[src/rtl/sa_pkg.sv]
package sa_pkg;
   // router direction encoding used on vc_outport and out_sel
   typedef enum logic [2:0] {
      DIR_NORTH = 3'd0,
      DIR_EAST  = 3'd1,
      DIR_SOUTH = 3'd2,
      DIR_WEST  = 3'd3,
      DIR_LOCAL = 3'd4
   } sa_dir_e;

   localparam int SA_DIR_COUNT = 5;

   function automatic int sa_width(input int n);
      return (n <= 1) ? 1 : $clog2(n);
   endfunction
endpackage

[src/rtl/sa_matrix_arb.sv]
module sa_matrix_arb #(
   parameter int N = 4
) (
   input  logic         clk,
   input  logic         rst_n,
   input  logic [N-1:0] req,
   input  logic         upd_en,
   output logic [N-1:0] gnt
);
   // beats[a][b] high: requester a currently outranks requester b
   logic beats [N][N];

   for (genvar a = 0; a < N; a++) begin : g_row
      for (genvar b = 0; b < N; b++) begin : g_col
         if (a < b) begin : g_state
            logic t_q;
            always_ff @(posedge clk or negedge rst_n) begin
               if (!rst_n) begin
                  t_q <= 1'b1;
               end else if (upd_en) begin
                  if (gnt[a]) begin
                     t_q <= 1'b0;
                  end else if (gnt[b]) begin
                     t_q <= 1'b1;
                  end
               end
            end
            assign beats[a][b] = t_q;
            assign beats[b][a] = ~t_q;
         end else if (a == b) begin : g_diag
            assign beats[a][b] = 1'b0;
         end
      end
   end

   for (genvar i = 0; i < N; i++) begin : g_gnt
      logic [N-1:0] blk;
      for (genvar j = 0; j < N; j++) begin : g_blk
         assign blk[j] = req[j] & beats[j][i];
      end
      assign gnt[i] = req[i] & ~(|blk);
   end
endmodule

[src/rtl/sa_in_port.sv]
module sa_in_port #(
   parameter int             NUM_VCS   = 4,
   parameter int             NUM_PORTS = 5,
   parameter int             DEST_W    = 3,
   parameter logic [NUM_PORTS-1:0] OUT_EN = '1
) (
   input  logic                        clk,
   input  logic                        rst_n,
   input  logic [NUM_VCS-1:0]          vc_valid,
   input  logic [NUM_VCS-1:0]          vc_ready,
   input  logic [NUM_VCS*DEST_W-1:0]   vc_dest,
   input  logic                        won,
   output logic                        req_out,
   output logic [DEST_W-1:0]           dest_out,
   output logic [NUM_VCS-1:0]          pick
);
   logic [NUM_VCS-1:0] dest_ok;
   logic [NUM_VCS-1:0] elig;

   for (genvar v = 0; v < NUM_VCS; v++) begin : g_elig
      always_comb begin
         dest_ok[v] = 1'b0;
         for (int k = 0; k < NUM_PORTS; k++) begin
            if (vc_dest[v*DEST_W +: DEST_W] == DEST_W'(k) && OUT_EN[k]) begin
               dest_ok[v] = 1'b1;
            end
         end
      end
      assign elig[v] = vc_valid[v] & vc_ready[v] & dest_ok[v];
   end

   if (NUM_VCS == 1) begin : g_single
      assign pick = elig;
   end else begin : g_arb
      sa_matrix_arb #(.N(NUM_VCS)) u_arb (
         .clk    (clk),
         .rst_n  (rst_n),
         .req    (elig),
         .upd_en (won),
         .gnt    (pick)
      );
   end

   always_comb begin
      dest_out = '0;
      for (int v = 0; v < NUM_VCS; v++) begin
         dest_out |= vc_dest[v*DEST_W +: DEST_W] & {DEST_W{pick[v]}};
      end
   end

   assign req_out = |pick;
endmodule

[src/rtl/sa_out_port.sv]
module sa_out_port #(
   parameter int NUM_PORTS = 5,
   parameter int DEST_W    = 3,
   parameter int IDX       = 0
) (
   input  logic                          clk,
   input  logic                          rst_n,
   input  logic [NUM_PORTS-1:0]          req_valid,
   input  logic [NUM_PORTS*DEST_W-1:0]   req_dest,
   output logic [NUM_PORTS-1:0]          sel
);
   logic [NUM_PORTS-1:0] want;

   for (genvar i = 0; i < NUM_PORTS; i++) begin : g_want
      assign want[i] = req_valid[i] &&
                       (req_dest[i*DEST_W +: DEST_W] == DEST_W'(IDX));
   end

   sa_matrix_arb #(.N(NUM_PORTS)) u_arb (
      .clk    (clk),
      .rst_n  (rst_n),
      .req    (want),
      .upd_en (|want),
      .gnt    (sel)
   );
endmodule

[src/rtl/sa_switch_alloc.sv]
module sa_switch_alloc #(
   parameter int NUM_PORTS = sa_pkg::SA_DIR_COUNT,
   parameter int NUM_VCS   = 4,
   parameter logic [NUM_PORTS-1:0] OUT_EN = '1,
   localparam int DEST_W   = sa_pkg::sa_width(NUM_PORTS),
   localparam int NUM_REQ  = NUM_PORTS * NUM_VCS
) (
   input  logic                          clk,
   input  logic                          rst_n,
   input  logic [NUM_REQ-1:0]            vc_valid,
   input  logic [NUM_REQ-1:0]            vc_ready,
   input  logic [NUM_REQ*DEST_W-1:0]     vc_outport,
   output logic [NUM_REQ-1:0]            vc_grant,
   output logic [NUM_PORTS*NUM_PORTS-1:0] out_sel
);
   if (NUM_PORTS < 2) begin : g_bad_ports
      $error("sa_switch_alloc: NUM_PORTS must be at least 2");
   end
   if (NUM_VCS < 1) begin : g_bad_vcs
      $error("sa_switch_alloc: NUM_VCS must be at least 1");
   end
   if (OUT_EN == '0) begin : g_bad_mask
      $error("sa_switch_alloc: OUT_EN enables no output");
   end

   logic [NUM_PORTS-1:0]           in_req;
   logic [NUM_PORTS*DEST_W-1:0]    in_dest;
   logic [NUM_REQ-1:0]             pick;
   logic [NUM_PORTS-1:0]           won;
   logic [NUM_PORTS*NUM_PORTS-1:0] sel_raw;

   for (genvar p = 0; p < NUM_PORTS; p++) begin : g_in
      sa_in_port #(
         .NUM_VCS   (NUM_VCS),
         .NUM_PORTS (NUM_PORTS),
         .DEST_W    (DEST_W),
         .OUT_EN    (OUT_EN)
      ) u_in (
         .clk      (clk),
         .rst_n    (rst_n),
         .vc_valid (vc_valid[p*NUM_VCS +: NUM_VCS]),
         .vc_ready (vc_ready[p*NUM_VCS +: NUM_VCS]),
         .vc_dest  (vc_outport[p*NUM_VCS*DEST_W +: NUM_VCS*DEST_W]),
         .won      (won[p]),
         .req_out  (in_req[p]),
         .dest_out (in_dest[p*DEST_W +: DEST_W]),
         .pick     (pick[p*NUM_VCS +: NUM_VCS])
      );
   end

   for (genvar o = 0; o < NUM_PORTS; o++) begin : g_out
      sa_out_port #(
         .NUM_PORTS (NUM_PORTS),
         .DEST_W    (DEST_W),
         .IDX       (o)
      ) u_out (
         .clk       (clk),
         .rst_n     (rst_n),
         .req_valid (in_req),
         .req_dest  (in_dest),
         .sel       (sel_raw[o*NUM_PORTS +: NUM_PORTS])
      );
   end

   for (genvar p = 0; p < NUM_PORTS; p++) begin : g_won
      logic [NUM_PORTS-1:0] col;
      for (genvar o = 0; o < NUM_PORTS; o++) begin : g_col
         assign col[o] = sel_raw[o*NUM_PORTS + p];
      end
      assign won[p] = |col;
      assign vc_grant[p*NUM_VCS +: NUM_VCS] =
         pick[p*NUM_VCS +: NUM_VCS] & {NUM_VCS{won[p] & rst_n}};
   end

   assign out_sel = sel_raw & {(NUM_PORTS*NUM_PORTS){rst_n}};
endmodule

[config.mk]
export PLATFORM = sky130hd
export DESIGN_NAME = sa_switch_alloc
export DESIGN_NICKNAME = d
export VERILOG_FILES = /design/src/rtl/sa_pkg.sv /design/src/rtl/sa_matrix_arb.sv /design/src/rtl/sa_in_port.sv /design/src/rtl/sa_out_port.sv /design/src/rtl/sa_switch_alloc.sv
export SDC_FILE = /design/constraint.sdc
export NUM_CORES = 1
export LEC_CHECK = 0
export CORE_AREA = 2 2 146 148
export DETAILED_ROUTE_END_ITERATION = 12
export DIE_AREA = 0 0 148 150
export PLACE_DENSITY = 0.51
export SLEW_MARGIN = 15
export SYNTH_ARGS = -nofsm -noshare
export SYNTH_HDL_FRONTEND = slang
export SYNTH_SLANG_ARGS = --single-unit
[constraint.sdc]
create_clock -name clk -period 4.1 [get_ports clk]
set_input_delay 0.82 -clock clk [delete_from_list [all_inputs] [get_ports clk]]
set_output_delay 0.82 -clock clk [all_outputs]
set_load 0.005 [all_outputs]
After elaboration in Yosys (flattened, before gate mapping) --
Cells that the tools add are included.
Word-level totals: register bits 80, bits of input ports 102, output and inout port bits 45
Cells by class: equality and inequality tests 100, multiplexer cells 215, bitwise operators 416, reductions and logical operators 270
Operator list (count):
- $and 1x1->1 | 250
- $mux 1 | 215
- $reduce_and 2->1 | 80
- $reduce_bool 2->1 | 80
- $eq 3x2->1 const B | 50
- $not 1->1 | 125
- $reduce_or 4->1 | 30
- $eq 3x1->1 const B | 25
- $eq 3x3->1 const B | 25
- $logic_not 3->1 | 25
- $and 3x3->3 | 20
- $reduce_or 3->1 | 20
- $reduce_or 5->1 | 10
- $or 3x3->3 | 15
- $and 25x25->25 | 1
- $logic_and 1x1->1 | 25
- $and 4x4->4 | 5

Longest topological paths before layout --
word-level depth 24, depth in mapped cells 11, gate-level depth less buffers 10

By module --
From an unflattened synthesis, not the netlist that was laid out.
Unflattened totals: cells, all modules 660, area total of the unflattened synthesis 6099.6 sq um
By module, submodules not included:
- sa_matrix_arb (g_out[0].u_out.u_arb ...) | times used 5, cells each 50, area an instance 530.5 sq um, sequential area each 262.8 sq um
- sa_matrix_arb (g_in[0].u_in.g_arb.u_arb ...) | times used 5, cells each 39, area an instance 399.1 sq um, sequential area each 157.7 sq um
- sa_in_port | times used 5, cells each 18, area an instance 108.9 sq um, sequential area each 0.0 sq um
- sa_switch_alloc | times used 1, cells each 85, area an instance 495.5 sq um, sequential area each 0.0 sq um
- sa_out_port (g_out[1].u_out ...) | times used 2, cells each 8, area an instance 83.8 sq um, sequential area each 0.0 sq um
- sa_out_port (g_out[0].u_out) | times used 1, cells each 8, area an instance 105.1 sq um, sequential area each 0.0 sq um
- sa_out_port (g_out[4].u_out) | times used 1, cells each 8, area an instance 71.3 sq um, sequential area each 0.0 sq um
- sa_out_port (g_out[3].u_out) | times used 1, cells each 8, area an instance 67.6 sq um, sequential area each 0.0 sq um

Worst setup path before layout --
No wires, ideal clock.
path type input -> output, from input vc_outport[28], to output vc_grant[16], arrival time 3.445 ns, setup slack -0.165 ns, stages 10, path through o21a_1 -> nor3b_1 -> nor4_1 -> or4_4 -> or4_4 -> a2bb2oi_1 -> o2111ai_2 -> nand3b_2 -> or2_1 -> and3_1
Between the ends: word-level cells in the longest chain between the ends 24, elaborated cells on any way between the ends 65, those cells by class eq/ne: 8; mux: 5; bitwise: 35; reduce/logical: 17
RTL lines:
- start: declaration | RTL line sa_switch_alloc.sv:12 | input logic [NUM_REQ*DEST_W-1:0] vc_outport,
- $logic_not 3->1 | RTL line sa_in_port.sv:24 | if (vc_dest[v*DEST_W +: DEST_W] == DEST_W'(k) && OUT_EN[k]) begin
- $mux 1 (5 in series) | RTL line sa_in_port.sv:24
- $and 1x1->1 | RTL line sa_in_port.sv:29 | assign elig[v] = vc_valid[v] & vc_ready[v] & dest_ok[v];
- $and 1x1->1 | RTL line sa_matrix_arb.sv:39 | assign blk[j] = req[j] & beats[j][i];
- $reduce_or 3->1 | RTL line sa_matrix_arb.sv:41 | assign gnt[i] = req[i] & ~(|blk);
- $not 1->1 | RTL line sa_matrix_arb.sv:41
- $and 1x1->1 | RTL line sa_matrix_arb.sv:41
- $and 3x3->3 | RTL line sa_in_port.sv:47 | dest_out |= vc_dest[v*DEST_W +: DEST_W] & {DEST_W{pick[v]}};
- [4 not listed]
- $logic_and 1x1->1 | RTL line sa_out_port.sv:15 | assign want[i] = req_valid[i] &&
- $and 1x1->1 | RTL line sa_matrix_arb.sv:39
- $reduce_or 4->1 | RTL line sa_matrix_arb.sv:41
- $not 1->1 | RTL line sa_matrix_arb.sv:41
- $and 1x1->1 | RTL line sa_matrix_arb.sv:41
- $reduce_or 5->1 * | RTL line sa_switch_alloc.sv:70 | assign won[p] = |col;
- $and 1x1->1 * | RTL line sa_switch_alloc.sv:72 | pick[p*NUM_VCS +: NUM_VCS] & {NUM_VCS{won[p] & rst_n}};
- $and 4x4->4 * | RTL line sa_switch_alloc.sv:72
- end: declaration | RTL line sa_switch_alloc.sv:13 | output logic [NUM_REQ-1:0] vc_grant,
Every way passes the cells marked *; elsewhere a longest branch is shown, timed or not.

Worst setup path in the final report --
from input vc_outport[31], to output vc_grant[1]
The elaborated chain is that of the path after synthesis.

==> reports/results.tsv <==
stage	metric	value	unit
outcome	outcome	complete, but fails checks	
outcome	violations	setup timing	
flow_run	cap_violations	0	
drt	drc_errors	0	
setup_path	cp-start-kind	input pin	
synthesis	synth_common_cells	dfstp_2, nor4_1, nor2_1, o21a_1, nand2_1	
timing	rsz0062_at_grt	yes	
timing	worstMarginPinSlew	1.12	ns
clocking	cts_tree	yes	
drt	via_per_inst	5.29	
clocking	clockBufferDepth	2	
drt	routed_wirelength	28400	µm
floorplan	die-height	150	µm
synthesis	ys_seq_elements	80	
drt	wl_per_cell	18.4	µm
drt	drtIter0Drc	438	
synthesis	ys_async_sr_fraction	100	%
cells_and_area	fill_cells	1716	
timing	final.setup.worst_slack	-0.646	ns
pwr	p_int	3.42	mW
floorplan	die_w	148	µm
clocking	cts.sinks	80	
pwr	seqPwrFrac	34.3	%
cells_and_area	nets	1364	
synthesis	yosysWarnings	0	
setup_path	cp_max_fo	4	
global_routing	track_usage	24.9	%
setup_path	worstSetupPathType	in2out	
floorplan	ios	147	
synthesis	synth_area_leaders	dfstp_2, nor4_1, o21a_1	
global_routing	grt_pass1_vias	8567	
floorplan	die_area	22200	µm²
timing	period_share	116	%
synthesis	synth_area_leader_cell	dfstp_2	
pwr	vdd_ir_drop_max	0.279	mV
global_routing	antenna_found_initial	0	
clocking	holdBufCountCts	0	
pwr	p_switching	1.97	mW
pwr	pwr-share-clk	15.5	%
synthesis	synthCells	732	
pwr	power_frac_comb	50.2	%
clocking	path_clk_slew	0.06	ns
global_routing	grt_max_degree	103	
timing	hold_violations	0	
synthesis	post_synth.cell_area_avg	8.29	µm²
drt	route.antenna.remaining_nets	0	
synthesis	synth_top_area_share	34.6	%
cells_and_area	multi_input_area	5710	µm²
timing	timing.fmax	211	MHz
synthesis	synth.distinct_cells	75	
cells_and_area	num_antenna_cells	0	
synthesis	synthMostInstantiatedCell	dfstp_2	
hold_path	hold_path.class	reg2reg	
timing	slew_violations	0	
pwr	p_per_area	415	nW/µm²
setup_path	crit_path_end_kind	output pin	
drt	drt_pass1_iterations	5	
global_routing	overflow	0	
timing	clock_skew	0.00943	ns
pwr	p_leak	5.48	nW
clocking	clk-insertion-delay-late	0.35	ns
floorplan	start_util	29.3	%
global_routing	grt_pass1_wl	44300	µm
placed_design	hpwl	18700	µm
synthesis	synth_edf_count	0	
setup_path	reg2reg_depth	15	
floorplan	coreArea	20700	µm²
floorplan	rows	53	
timing	setup_violations	44	
timing	relSlewSlack	24.9	%
pwr	switching_share	36.6	%
timing	fin_crit	4.75	ns
setup_path	ff2ff_setup_slack	0.24	ns
placed_design	portBuffers	146	
cells_and_area	fin_util	62.9	%
cells_and_area	drive_gt1_share	67.6	%
synthesis	syn_area	6070	µm²
hold_path	holdPathStages	2	
placed_design	gp_congestion	0.920	
setup_path	cp.arrival	3.93	ns
synthesis	synth_nets	834	
setup_path	worstPathRequired	3.28	ns
clocking	root_buffer	clkbuf_16	
clocking	cts_buffers	9	
cells_and_area	syn2layout_area_growth	114	%
synthesis	yosysSeqAreaShare	34.6	%
cells_and_area	register_area	2100	µm²
synthesis	synth-main-ff-cell	dfstp_2	
timing	timing.hold.ws	0.472	ns
drt	vias	8160	
clocking	htree_levels	3	
power by group through the flow:
| stage | sequential (mW) | combinational, mW | clock [mW] |
|---|---|---|---|
| after floorplan | 1.71 | 1.03 | 0 |
| after global placement | 1.80 | 1.90 | 0 |
| after detailed placement | 1.80 | 1.93 | 0 |
| after CTS | 1.84 | 2.51 | 0.847 |
| after global routing | 1.91 | 2.90 | 0.881 |
| final | 1.85 | 2.71 | 0.834 |
cells by family (layout without fill, tap and decap cells):
kind of cell	Yosys count	count (layout)	synth area share (%)
simple gates	409	409	39.2
flops	80	80	34.6
compound gates	190	190	22.8
buf+inv	53	588	3.32
worst max-delay path by stage:
stage                              start            to  slack, ns  cells after the start
after detailed placement  vc_outport[19]   vc_grant[4]      -1.27                     13
after floorplan           vc_outport[16]  vc_grant[12]      -0.07                     11
after CTS                 vc_outport[27]   vc_grant[3]      -0.59                     14
after global placement    vc_outport[19]   vc_grant[6]      -1.24                     13
final                     vc_outport[31]   vc_grant[1]      -0.65                     15
after global routing      vc_outport[31]  vc_grant[15]      -0.73                     14
metrics by stage:
stage          setup WS (ns)  std cells  TNS [ns]  instance area, µm²  power [mW]
4_1_cts               -0.586       1509    -12.64               12400        5.19
3_3_place_gp           -1.24       1385    -49.13                9960        3.71
2_1_floorplan        -0.0688        732    -0.406                6350        2.74
5_1_grt               -0.731       1542    -19.48               13000        5.69
3_5_place_dp           -1.27       1385    -50.47                9960        3.73
6_report              -0.646       1542    -15.96               13000        5.39
per-layer routing:
| layer | up-vias | part of all wire, % | GRT usage [%] |
|---|---|---|---|
| met4 | 0 | 3.0 | 8.81 |
| met3 | 54 | 4.3 | 3.54 |
| met5 | - | 0 | 0 |
| li1 | 3891 | - | - |
| met2 | 234 | 51 | 44.4 |
| met1 | 3981 | 42 | 30.6 |
flip-flops by register name, summed over array words and instances (netlist names):
signal / count
g_out.u_out.u_arb.g_row.g_col.g_state.t_q: 50
g_in.u_in.g_arb.u_arb.g_row.g_col.g_state.t_q: 30
final cells by class:
cell class | instances | area share, %
multi-input combinational | 599 | 43.9
tap | 275 | 2.65
timing repair buffer | 530 | 33.8
clock buffer | 11 | 1.87
clock inverter | 5 | 0.433
sequential | 80 | 16.2
inverter | 42 | 1.21
repair_timing:
item,in CTS,in global routing
endpoints found under the setup margin,45,51
setup buffers,115,50
endpoints found under the hold margin,0,0
gates resized for setup,772,125
pin swaps,159,82
gates cloned,0,0
worst max-delay path: stages:
cell	delay (ns)
buf_6	0.09
o21a_4	0.24
buf_12	0.13
o22ai_4	0.24
nor4_4	0.08
or4_4	0.56
or4_4	0.55
buf_6	0.16
o22ai_4	0.17
nor4b_4	0.08
or3_4	0.35
o21ai_4	0.19
buf_6	0.13
nor2_2	0.03
buf_2	0.12
cell usage in the layout, fill, tap and decap left out, types with 14 or more instances in the layout:
master	instances
nor2_1	57
o22ai_4	20
dlygate4sd2_1	18
a21oi_1	25
nor3_4	17
nand2b_1	34
nor4_1	21
nor4_4	31
buf_4	307
buf_6	108
or4_4	15
clkdlybuf4s15_1	16
dfstp_2	80
clkbuf_2	16
nand3_2	14
o21a_4	20
nor4_2	25
nand2_1	32
nand3b_1	19
inv_1	42
o21a_1	29
buf_2	47
nand4_1	15
No activity file was read; power rests on OpenSTA's default activity.
